File: src/rtl/ssc_pwm_pkg.sv
package ssc_pwm_pkg;

    localparam int LFSR_W = 7;
    localparam int RND_W  = 4;
    localparam int IDX_W  = 4;

    typedef enum logic [2:0] {
        SSC_PLAIN = 3'd0,
        SSC_POS   = 3'd1,
        SSC_PER   = 3'd2,
        SSC_SEL   = 3'd3,
        SSC_FUSE  = 3'd4
    } ssc_mode_e;

    typedef enum logic [2:0] {
        PD_ZERO = 3'd0,
        PD_UP1  = 3'd1,
        PD_DN1  = 3'd2,
        PD_UP2  = 3'd3,
        PD_DN2  = 3'd4
    } per_step_e;

    typedef struct packed {
        logic [1:0]       slot;
        per_step_e        pstep;
        logic [IDX_W-1:0] idx;
    } cyc_plan_t;

    // Fold a value into 0..n-1 (valid for r < 2n)
    function automatic logic [RND_W-1:0] wrap_idx(input logic [RND_W-1:0] r,
                                                  input logic [RND_W-1:0] n);
        return (r >= n) ? (r - n) : r;
    endfunction

endpackage

File: src/rtl/ssc_lfsr.sv
module ssc_lfsr
    import ssc_pwm_pkg::*;
#(
    parameter logic [LFSR_W-1:0] SEED = 7'h5B
) (
    input  logic              clk,
    input  logic              rst,
    input  logic              adv,
    output logic [LFSR_W-1:0] state
);
    always_ff @(posedge clk) begin
        if (rst)
            state <= SEED;
        else if (adv)
            state <= {state[LFSR_W-2:0], state[LFSR_W-1] ^ state[LFSR_W-2]};
    end
endmodule

File: src/rtl/ssc_mode_dec.sv
module ssc_mode_dec
    import ssc_pwm_pkg::*;
(
    input  logic [2:0]       mode_sel,
    input  logic [RND_W-1:0] rnd,
    output cyc_plan_t        plan
);
    logic [RND_W-1:0] m;

    always_comb begin
        plan = '{slot: 2'd0, pstep: PD_ZERO, idx: '0};
        m    = '0;
        case (mode_sel)
            SSC_POS: begin
                plan.slot = rnd[1:0];
                plan.idx  = {2'b00, rnd[1:0]};
            end
            SSC_PER: begin
                m          = wrap_idx({1'b0, rnd[2:0]}, 4'd5);
                plan.pstep = per_step_e'(m[2:0]);
                plan.idx   = m;
            end
            SSC_SEL: begin
                m        = wrap_idx(rnd, 4'd9);
                plan.idx = m;
                if (m < 4'd4) plan.slot  = m[1:0];
                else          plan.pstep = per_step_e'(3'(m - 4'd4));
            end
            SSC_FUSE: begin
                m        = wrap_idx(rnd, 4'd11);
                plan.idx = m;
                if (m < 4'd4) begin
                    plan.slot = m[1:0];
                end else if (m < 4'd8) begin
                    plan.pstep = per_step_e'(3'(m - 4'd3));
                end else begin
                    plan.slot  = 2'(m - 4'd7);
                    plan.pstep = per_step_e'(3'(m - 4'd7));
                end
            end
            default: ;
        endcase
    end
endmodule

File: src/rtl/ssc_cycle_timer.sv
module ssc_cycle_timer
    import ssc_pwm_pkg::*;
#(
    parameter int CNT_W  = 12,
    parameter int DUTY_W = 8,
    parameter int STEP_W = 8
) (
    input  logic              clk,
    input  logic              rst,
    input  logic [CNT_W-1:0]  per_nom,
    input  logic [DUTY_W-1:0] duty,
    input  logic [STEP_W-1:0] step_a,
    input  logic [STEP_W-1:0] step_b,
    input  logic [STEP_W-1:0] off_step,
    input  cyc_plan_t         plan,
    output logic              boundary,
    output logic [CNT_W-1:0]  cnt,
    output logic [CNT_W-1:0]  per_len,
    output logic              pwm,
    output logic              strobe,
    output logic [IDX_W-1:0]  idx
);
    localparam int XW   = CNT_W + 2;
    localparam int PW   = CNT_W + DUTY_W;
    localparam logic signed [XW-1:0] PMIN = XW'(2);
    localparam logic signed [XW-1:0] PMAX = XW'((1 << CNT_W) - 1);

    logic              run_q;
    logic [CNT_W-1:0]  cnt_q, per_q, st_q, en_q;
    logic [IDX_W-1:0]  idx_q;

    logic signed [XW-1:0] sa, sb, delta, per_raw;
    logic [CNT_W-1:0]     per_new, on_t, st_new, en_new;
    logic [PW-1:0]        prod;
    logic [XW-1:0]        ofs, end_raw, per_x;

    // Cycle planner: period, on-time, pulse window
    always_comb begin
        sa = $signed({{(XW-STEP_W){1'b0}}, step_a});
        sb = $signed({{(XW-STEP_W){1'b0}}, step_b});
        case (plan.pstep)
            PD_UP1:  delta = sa;
            PD_DN1:  delta = -sa;
            PD_UP2:  delta = sb;
            PD_DN2:  delta = -sb;
            default: delta = '0;
        endcase
        per_raw = $signed({2'b00, per_nom}) + delta;
        if (per_raw < PMIN)      per_new = CNT_W'(2);
        else if (per_raw > PMAX) per_new = CNT_W'((1 << CNT_W) - 1);
        else                     per_new = per_raw[CNT_W-1:0];

        prod    = {{CNT_W{1'b0}}, duty} * {{DUTY_W{1'b0}}, per_new};
        on_t    = CNT_W'(prod >> DUTY_W);
        ofs     = {{(XW-STEP_W){1'b0}}, off_step} * {{(XW-2){1'b0}}, plan.slot};
        end_raw = ofs + {2'b00, on_t};
        per_x   = {2'b00, per_new};
        st_new  = (ofs > per_x)     ? per_new : ofs[CNT_W-1:0];
        en_new  = (end_raw > per_x) ? per_new : end_raw[CNT_W-1:0];
    end

    assign boundary = !run_q || (cnt_q == per_q - 1'b1);

    always_ff @(posedge clk) begin
        if (rst) begin
            run_q <= 1'b0;
            cnt_q <= '0;
            per_q <= '0;
            st_q  <= '0;
            en_q  <= '0;
            idx_q <= '0;
        end else if (boundary) begin
            run_q <= 1'b1;
            cnt_q <= '0;
            per_q <= per_new;
            st_q  <= st_new;
            en_q  <= en_new;
            idx_q <= plan.idx;
        end else begin
            cnt_q <= cnt_q + 1'b1;
        end
    end

    assign cnt     = cnt_q;
    assign per_len = per_q;
    assign pwm     = run_q && (cnt_q >= st_q) && (cnt_q < en_q);
    assign strobe  = run_q && (cnt_q == '0);
    assign idx     = idx_q;
endmodule

File: src/rtl/ssc_pwm_gen.sv
module ssc_pwm_gen
    import ssc_pwm_pkg::*;
#(
    parameter int                CNT_W  = 12,
    parameter int                DUTY_W = 8,
    parameter int                STEP_W = 8,
    parameter logic [LFSR_W-1:0] SEED   = 7'h5B
) (
    input  logic              clk,
    input  logic              rst,
    input  logic [2:0]        mode_sel,
    input  logic [CNT_W-1:0]  per_nom,
    input  logic [DUTY_W-1:0] duty,
    input  logic [STEP_W-1:0] step_a,
    input  logic [STEP_W-1:0] step_b,
    input  logic [STEP_W-1:0] off_step,
    output logic              pwm_out,
    output logic              cyc_start,
    output logic [IDX_W-1:0]  cyc_idx
);
    logic              adv;
    logic [LFSR_W-1:0] lfsr_q;
    logic [CNT_W-1:0]  cnt_w, per_w;
    cyc_plan_t         plan;

    ssc_lfsr #(.SEED(SEED)) u_lfsr (
        .clk   (clk),
        .rst   (rst),
        .adv   (adv),
        .state (lfsr_q)
    );

    ssc_mode_dec u_dec (
        .mode_sel (mode_sel),
        .rnd      (lfsr_q[RND_W-1:0]),
        .plan     (plan)
    );

    ssc_cycle_timer #(.CNT_W(CNT_W), .DUTY_W(DUTY_W), .STEP_W(STEP_W)) u_timer (
        .clk      (clk),
        .rst      (rst),
        .per_nom  (per_nom),
        .duty     (duty),
        .step_a   (step_a),
        .step_b   (step_b),
        .off_step (off_step),
        .plan     (plan),
        .boundary (adv),
        .cnt      (cnt_w),
        .per_len  (per_w),
        .pwm      (pwm_out),
        .strobe   (cyc_start),
        .idx      (cyc_idx)
    );
endmodule

File: config.mk
export PLATFORM = sky130hd
export DESIGN_NAME = ssc_pwm_gen
export DESIGN_NICKNAME = d
export VERILOG_FILES = /design/src/rtl/ssc_pwm_pkg.sv /design/src/rtl/ssc_lfsr.sv /design/src/rtl/ssc_mode_dec.sv /design/src/rtl/ssc_cycle_timer.sv /design/src/rtl/ssc_pwm_gen.sv
export SDC_FILE = /design/constraint.sdc
export NUM_CORES = 1
export LEC_CHECK = 0
export BUFFER_PORTS_ARGS = -buffer_cell sky130_fd_sc_hd__buf_2
export CAP_MARGIN = 40
export CORE_ASPECT_RATIO = 1.1
export CORE_MARGIN = 8
export CORE_UTILIZATION = 40
export CTS_CLUSTER_DIAMETER = 60
export DETAILED_ROUTE_END_ITERATION = 16
export SETUP_SLACK_MARGIN = 0.1
export SYNTH_ARGS = -nofsm -noshare
export SYNTH_HDL_FRONTEND = slang
export SYNTH_SLANG_ARGS = --single-unit
File: constraint.sdc
create_clock -name clk -period 14.1 [get_ports clk]
set_input_delay 1.41 -clock clk [delete_from_list [all_inputs] [get_ports clk]]
set_output_delay 1.41 -clock clk [all_outputs]
set_load 0.005 [all_outputs]
# Yosys cells after proc, flatten, opt, wreduce, memory -nomap -nowiden

Cells that the tools add are included.

Register bits: 60
Input bits: 49
Output and inout bits: 6
Logic and storage cells: 67

$add $sub $neg: 12
Multiply operators: 2
Order comparisons: 12
Equal/unequal tests: 9
Mux-type cells: 17
Bitwise logic cells: 1
Reductions and logical operators: 7

Operator list:

| operator              | number |
|---|---|
| $pmux 14 s4           | 1 |
| $mux 12               | 4 |
| $neg 8->14            | 2 |
| $mul 8x12->20         | 1 |
| $pmux 4 s4            | 1 |
| $add 13x14->14        | 1 |
| $gt 14x12->1          | 1 |
| $gt 14x13->1 const B  | 1 |
| $lt 14x3->1 const B   | 1 |
| $add 10x12->13        | 1 |
| $add 12x1->12 const B | 1 |
| $eq 12x12->1          | 1 |
| $eq 3x2->1 const B    | 4 |
| $ge 12x12->1          | 1 |
| $gt 10x12->1          | 1 |
| $logic_not 12->1      | 1 |
| $lt 12x12->1          | 1 |
| $mux 4                | 3 |
| $sub 12x1->12 const B | 1 |
| $mul 8x2->10          | 1 |
| $mux 3                | 3 |
| $pmux 3 s3            | 1 |
| $ge 4x4->1 const B    | 2 |
| $lt 4x3->1 const B    | 2 |
| 15 further kinds      | 23 |

# Depth between registers and ports, before layout

Gate-level depths: netlist of the first run.

Word-level depth: 16
Gate-level depth with buffers: 66
Mapped depth without buffers: 64

# Modules after synthesis

From an unflattened synthesis of the first run, not the netlist that was laid out.

Cell total of the unflattened synthesis: 1200
Area total of the unflattened synthesis: 9567.9 µm²

Modules (own cells, without submodules):

| module          | times used | cells each | area an instance (µm²) |
|---|---|---|---|
| ssc_cycle_timer | 1          | 1080       | 8678.3 |
| ssc_mode_dec    | 1          | 96         | 631.9 |
| ssc_lfsr        | 1          | 24         | 257.7 |

# Worst setup path before layout of the first run

OpenSTA, ideal clock, no wires.

Kind: input -> register
From: in mode_sel[1]
To: reg u_timer.en_q[2]
Setup time: 0.133 ns
Data arrival time: 12.710 ns
Setup slack: 1.257 ns
Stages: 54
Cells stage by stage: buf_2 -> or2b_2 -> a2111oi_2 -> a221oi_4 -> nor3_1 -> a21oi_1 -> nand2_1 -> o21ai_0 -> o311ai_0 -> ha_1 -> a21o_1 -> o311ai_0 -> o21a_1 -> or3_1 -> xor2_1 -> o31a_1 -> o21a_1 -> clkbuf_1 -> [... 18 more ...] -> xnor2_1 -> ha_1 -> nor2b_1 -> o21a_1 -> o21ai_0 -> nand2b_1 -> a21oi_1 -> nor2b_1 -> o21a_1 -> xnor2_1 -> ha_1 -> and3_1 -> nand3_1 -> nor3_1 -> nor2_1 -> a21oi_2 -> mux2i_1 -> a21oi_1

Longest elaborated chain between the ends: 12

RTL lines:

| element                                  | line                  | text |
|---|---|---|
| start, declared                          | ssc_pwm_gen.sv:11     | `input logic [2:0] mode_sel,` |
| $eq 3x3->1 or $eq 3x2->1 (tied branches) | ssc_mode_dec.sv:13    | `case (mode_sel)` |
| $pmux 3 s3                               | ssc_mode_dec.sv:13    |  |
| $eq 3x3->1, or another cell as far along | ssc_cycle_timer.sv:41 | `case (plan.pstep)` |
| $pmux 14 s4                              | ssc_cycle_timer.sv:41 |  |
| $add 13x14->14                           | ssc_cycle_timer.sv:48 | `per_raw = $signed({2'b00, per_nom}) + delta;` |
| $gt 14x13->1                             | ssc_cycle_timer.sv:50 | `else if (per_raw > PMAX) per_new = CNT_W'((1 << CNT_W) - 1);` |
| $mux 12                                  | ssc_cycle_timer.sv:50 |  |
| $mux 12                                  | ssc_cycle_timer.sv:49 | `if (per_raw < PMIN) per_new = CNT_W'(2);` |
| $mul 8x12->20                            | ssc_cycle_timer.sv:53 | `prod = {{CNT_W{1'b0}}, duty} * {{DUTY_W{1'b0}}, per_new};` |
| $add 10x12->13                           | ssc_cycle_timer.sv:56 | `end_raw = ofs + {2'b00, on_t};` |
| $gt 14x12->1                             | ssc_cycle_timer.sv:59 | `en_new = (end_raw > per_x) ? per_new : end_raw[CNT_W-1:0];` |
| $mux 12 *                                | ssc_cycle_timer.sv:59 |  |
| end signal, assigned                     | ssc_cycle_timer.sv:77 | `en_q <= en_new;` |
| end, declared                            | ssc_cycle_timer.sv:29 | `logic [CNT_W-1:0] cnt_q, per_q, st_q, en_q;` |

Every way passes the cells marked *; elsewhere a longest branch is shown, timed or not.
A chain may end at the register's enable or synchronous reset.

# Worst setup path in the final report of the first run

From: in mode_sel[2]
To: reg u_timer.en_q[9]

Same word-level chain as after synthesis.

==> out/metrics.cfg, run 1 <==
[worst_setup_path]
crit-reg2reg-launch = u_lfsr.state[1]
r2r_cells = 60
critPathSlowestCell = fa_1
start_kind = primary input
arrival_ns = 13.54
reg2reg_to = u_timer.en_q[9]
worst-path-buf-inv = 8
crit_path_end_kind = flip-flop
path_class = in -> reg
r2r_setup_slack_ns = 0.97
slowest_delay_ns = 0.56
cpLargestDelayFamily = simple AND/OR/NAND/NOR gates
crit_required_ns = 14.35
path_depth = 62
crit_path_max_fanout = 10

[route]
ant_nets = 0
drc = 0
drt_iter0_drc = 520
via_per_inst = 5.41
wl_per_cell_um = 16.3
drt_wl_total_um = 25100
vias = 8362
dr.pass1.iters = 5

[cts]
clk_latency_ns = 0.33
clock-sinks = 60
path_clk_slew_ns = 0.05
cts_tree = done
holdBufCountCts = 0
ctsRootBufferMaster = clkbuf_16
clk_path_buf_depth = 2
cts_buffers = 9
h-tree-depth = 3

[place]
dp_hpwl_um = 20200
io_buffers = 54
pre_cts_slack_ns = 0.269
place_congestion = 0.904

[grt]
antenna_found_initial = 1
grt_pass1_vias = 8102
grt_max_degree = 46
grt-ovfl-total = 0
grt_first_pass_wirelength_um = 41700
grt_usage = 0.177

[yosys]
synth_warnings = 0
synth_flop_cell = dfxtp_1
yosysUniqueCellTypes = 85
yosysTopAreaCell = ha_1
synth-edff-count = 0
synth_top_area_share = 0.161
async_reset_ff_frac = 0
synth.top_cells.by_area = ha_1 (16%), fa_1 (13%), dfxtp_1 (13%), inv_1 (5.4%), and2_1 (4.7%)
synth.avg_cell_area_um2 = 7.96
synth_area_um2 = 9410
syn_inst = 1182
ys_ff_latch = 60
synth-seq-area-share = 0.128
synth.net_count = 1414

[floorplanning]
die_w_um = 162
initial_core_util = 0.402
fp.dieArea_um2 = 28700
die-height_um = 177
fp-row-count = 59
ios = 55
core_area_um2 = 23400

[worst_hold_path]
worstHoldEndpoint = u_timer.st_q[11]
hp-start = u_timer.st_q[11]
holdPathStages = 2
hold_path_class = reg -> reg

[timing]
tns_ns = 0
finalCriticalPeriod_ns = 13.29
drv_slew = 0
slew_headroom = 0.457
worst_slew_pin_slew_ns = 0.812
clock_skew_ns = 0.00864
rsz0062_at_grt = no
setup_viol = 0
timing_hold_violations_final = 0
fin_ws_ns = 0.813
fmax_ghz = 0.0753
finalCritPeriodShare = 0.942

[cells_and_area]
finalNetCount = 1467
multiInputGateArea_um2 = 7660
drive_gt1_frac = 0.131
ff_latch_area_um2 = 1200
nFillCells = 2348
diodes = 0
syn2layout_area_growth_pct = 12.4

[outcome]
status = finished, final reports clean

[job]
drv_cap = 0

state kept, by name (all words and copies together), names as in the netlist:
signal           cells
u_lfsr.state         7
u_timer.cnt         12
u_timer.en_q        12
u_timer.idx          4
u_timer.per_len     12
u_timer.run_q        1
u_timer.st_q        12
metal layers:
metal  vias up  GRT usage  wire length (um)
met2       183      0.294             12100
met1      4002      0.240             11600
met3        27     0.0174              1100
li1       4148          -                 -
met5         -          0                 8
met4         2     0.0456               325
tightest hold or removal path, stage by stage, from the launching register on:
cell and delay [ns]:
dfxtp_1 0.29, inv_1 0.06, nor2_1 0.04
final cells by class:
| cell class | count | area share |
|---|---|---|
| clock buffer | 11 | 0.0239 |
| sequential | 60 | 0.114 |
| tap | 305 | 0.0361 |
| inverter | 135 | 0.0479 |
| clock inverter | 5 | 0.00793 |
| multi-input combinational | 946 | 0.724 |
| timing repair buffer | 83 | 0.0463 |
placed cells by master (no fill, tap or decap), types with 4 or more instances in the layout:
| master | Yosys | final |
|---|---|---|
| inv_1 | 135 | 134 |
| ha_1 | 121 | 121 |
| nor2_1 | 102 | 99 |
| nand2_1 | 86 | 85 |
| a21oi_1 | 77 | 72 |
| and2_1 | 70 | 70 |
| fa_1 | 62 | 62 |
| dfxtp_1 | 60 | 58 |
| buf_2 | 3 | 55 |
| xnor2_1 | 44 | 44 |
| o21ai_0 | 44 | 42 |
| a21o_1 | 29 | 29 |
| buf_4 | 1 | 27 |
| mux2i_1 | 26 | 26 |
| nor3_1 | 24 | 23 |
| nor2b_1 | 22 | 22 |
| xor2_1 | 21 | 21 |
| nand3_1 | 22 | 20 |
| or3_1 | 14 | 14 |
| a211oi_1 | 15 | 14 |
| nand2b_1 | 13 | 13 |
| o21a_1 | 12 | 12 |
| o21bai_1 | 10 | 10 |
| and3_1 | 10 | 10 |
| clkbuf_16 | 0 | 9 |
| nand4_1 | 8 | 8 |
| a32oi_1 | 7 | 7 |
| a21oi_2 | 1 | 6 |
| nor2_2 | 3 | 5 |
| o21ai_1 | 3 | 5 |
| nor4_1 | 7 | 5 |
| o311ai_0 | 5 | 4 |
| o211ai_1 | 4 | 4 |
| nor4b_1 | 6 | 4 |
Yosys cell counts (3+ instances only):
cell type  instances
o21a_1            12
o21ai_1            3
nor2b_1           22
o311ai_0           5
nor3b_1            5
buf_6              3
fa_1              62
nor4b_1            6
a31oi_1            3
a21boi_0           3
o21ai_0           44
xnor2_2            3
dfxtp_1           60
or3_1             14
mux2i_1           26
inv_1            135
o22ai_1            4
and2_1            70
ha_1             121
buf_2              3
nor2_1           102
nand2_1           86
and3_1            10
nand4_1            8
xor2_1            21
o211ai_1           4
o21bai_1          10
or4_1              3
a211oi_1          15
nor2_2             3
clkbuf_1          35
nor3_1            24
a32oi_1            7
nand2b_1          13
a21o_1            29
o31a_1             3
a21oi_1           77
nand3_1           22
nor4_1             7
xnor2_1           44
worst max-delay path by stage:
| stage | end | start | slack, ns |
|---|---|---|---|
| global placement | u_timer.en_q[1] | mode_sel[2] | 0.40 |
| floorplan | u_timer.en_q[2] | mode_sel[1] | 1.26 |
| CTS | u_timer.en_q[1] | u_lfsr.state[1] | 0.41 |
| finish | u_timer.en_q[9] | mode_sel[2] | 0.81 |
| global route | u_timer.en_q[8] | mode_sel[0] | 0.01 |
| detailed placement | u_timer.en_q[1] | mode_sel[2] | 0.27 |
repair_timing:
action	4_1_cts	5_1_grt
setup endpoints to repair	0	12
setup buffers	0	7
resized for setup	0	31
through the flow:
stage               cells  area (um2)  hold slack (ns)  utilization
detailed placement   1521       10000            0.442        0.429
floorplan            1182        9410            0.420            -
global route         1545       10600            0.471        0.452
finish               1545       10600            0.441        0.452
global placement     1520       10000            0.433        0.429
CTS                  1537       10400            0.449        0.444
cell families (layout without fill, tap and decap cells):
group | Yosys count | after routing | share of synthesized area
and+or+nand+nor | 418 | 418 | 0.231
AOI/OAI and AO/OA | 246 | 247 | 0.176
adders and majority gates | 183 | 183 | 0.293
buffers and inverters | 177 | 234 | 0.0738
xor gates and xnor gates | 68 | 68 | 0.0657
DFF | 60 | 60 | 0.128
muxes | 30 | 30 | 0.0327
Power of run 1 is left out: the tool's default activity adds up to more than one toggle a clock period on the data nets, which glitch-free logic cannot reach.
==> run 2: changes to the inputs <==
--- a/config.mk
+++ b/config.mk
@@ -12,6 +12,7 @@
 export CORE_UTILIZATION = 40
 export CTS_CLUSTER_DIAMETER = 60
 export DETAILED_ROUTE_END_ITERATION = 16
+export REMOVE_ABC_BUFFERS = 1
 export SETUP_SLACK_MARGIN = 0.1
 export SYNTH_ARGS = -nofsm -noshare
 export SYNTH_HDL_FRONTEND = slang
==> out/metrics.cfg, run 2 (same netlist as run 1, synthesis figures left out) <==
[place]
dp_hpwl_um = 20000
place_congestion = 0.877
pre_cts_slack_ns = 0.311
io_buffers = 54
dpl_cell_area_um2 = 10000

[cells_and_area]
syn2layout_area_growth_pct = 10.9
final_cell_mix = inv_1 (134), ha_1 (121), nor2_1 (99)
layout_commonest_cell = inv_1
multiInputGateArea_um2 = 7620
nFillCells = 2386
ff_latch_area_um2 = 1200
finalNetCount = 1455
drive_gt1_frac = 0.116
design_area_um2 = 10400

[floorplanning]
initial_core_util = 0.402
ios = 55
die-height_um = 177
fp.dieArea_um2 = 28700
core_area_um2 = 23400
fp-row-count = 59
die_w_um = 162

[worst_setup_path]
slowest_delay_ns = 0.54
arrival_ns = 13.33
r2r_setup_slack_ns = 1.04
path_class = in -> reg
crit-reg2reg-launch = u_lfsr.state[0]
crit_required_ns = 14.29
crit_start = mode_sel[2]
worst-path-buf-inv = 5
crit_path_end_kind = flip-flop
start_kind = primary input
crit_path_max_fanout = 12
timing.critical_path.mode_cell = fa_1
cpLargestDelayFamily = simple AND/OR/NAND/NOR gates
critPathSlowestCell = fa_1

[grt]
grt_first_pass_wirelength_um = 41800
grt-ovfl-total = 0
grt_usage = 0.176
grt_pass1_vias = 8507
grt_max_degree = 46
antenna_found_initial = 1

[cts]
clock-sinks = 60
cts_buffers = 9
cts_tree = done
ctsRootBufferMaster = clkbuf_16
h-tree-depth = 3
holdBufCountCts = 0
clk_path_buf_depth = 2
clk_latency_ns = 0.33
path_clk_slew_ns = 0.05

[timing]
worst_slew_pin_slew_ns = 0.669
setup_viol = 0
fmax_ghz = 0.0761
timing_hold_violations_final = 0
tns_ns = 0
finalCritPeriodShare = 0.932
clock_skew_ns = 0.00703
finalCriticalPeriod_ns = 13.14
fin_ws_ns = 0.960
slew_headroom = 0.554
drv_slew = 0
rsz0062_at_grt = no

[route]
drt_iter0_drc = 336
drt_wl_total_um = 24700
drc = 0
dr.pass1.iters = 5
ant_nets = 0
vias = 8175
via_per_inst = 5.33
wl_per_cell_um = 16.1

[outcome]
status = finished, final reports clean

[job]
drv_cap = 0

[worst_hold_path]
hp-start = u_timer.st_q[11]
hold_path_class = reg -> reg

==> run 2: changes by cell type in the layout (fill, tap and decap cells not counted), sizes merged <==
cell,change
clkbuf,-1
buf,-11
clkinv,+1
diode,+1
a21oi,-1
clkinvlp,-1
==> run 2: path summary, 6_finish.rpt <==
path / cells past startpoint / to
hold reg to reg: 2 / u_timer.st_q[11]
setup reg to reg: 61 / u_timer.en_q[1]
hold / removal: 2 / u_timer.st_q[11]
setup / recovery: 60 / u_timer.en_q[1]
==> run 2: timing repair <==
action	CTS	global route
gates resized for setup	0	20
buffers inserted	0	1
endpoints found under the setup margin	0	12
==> run 2: final cells by class <==
| cell class | count | area share |
|---|---|---|
| diodes | 1 | 0.000240 |
| clock buffers | 10 | 0.0219 |
| clock inverters | 5 | 0.00743 |
| inverters | 135 | 0.0486 |
| multi-input cells | 945 | 0.731 |
| flip-flops and latches | 60 | 0.115 |
| well taps | 305 | 0.0366 |
| repair buffers | 72 | 0.0396 |
==> run 2: routing by layer <==
metal	routed length [um]	GRT usage
met1	11400	0.218
met5	0	0
met4	650	0.0645
met2	12000	0.310
met3	610	0.0198
==> run 2: metrics by stage <==
| step | hold WS (ns) | instances | util |
|---|---|---|---|
| floorplan | 0.420 | 1140 | - |
| global placement | 0.436 | 1515 | 0.428 |
| detailed placement | 0.436 | 1516 | 0.428 |
| CTS | 0.445 | 1531 | 0.441 |
| global route | 0.472 | 1533 | 0.446 |
| finish | 0.441 | 1533 | 0.446 |
==> run 2: worst min-delay path, delay by kind of cell (launching register included) <==
kind,cells,cell delay [ns]
DFF,1,0.29
and+or+nand+nor,1,0.04
buffers and inverters,1,0.06
Power of run 2 is left out for the same reason.
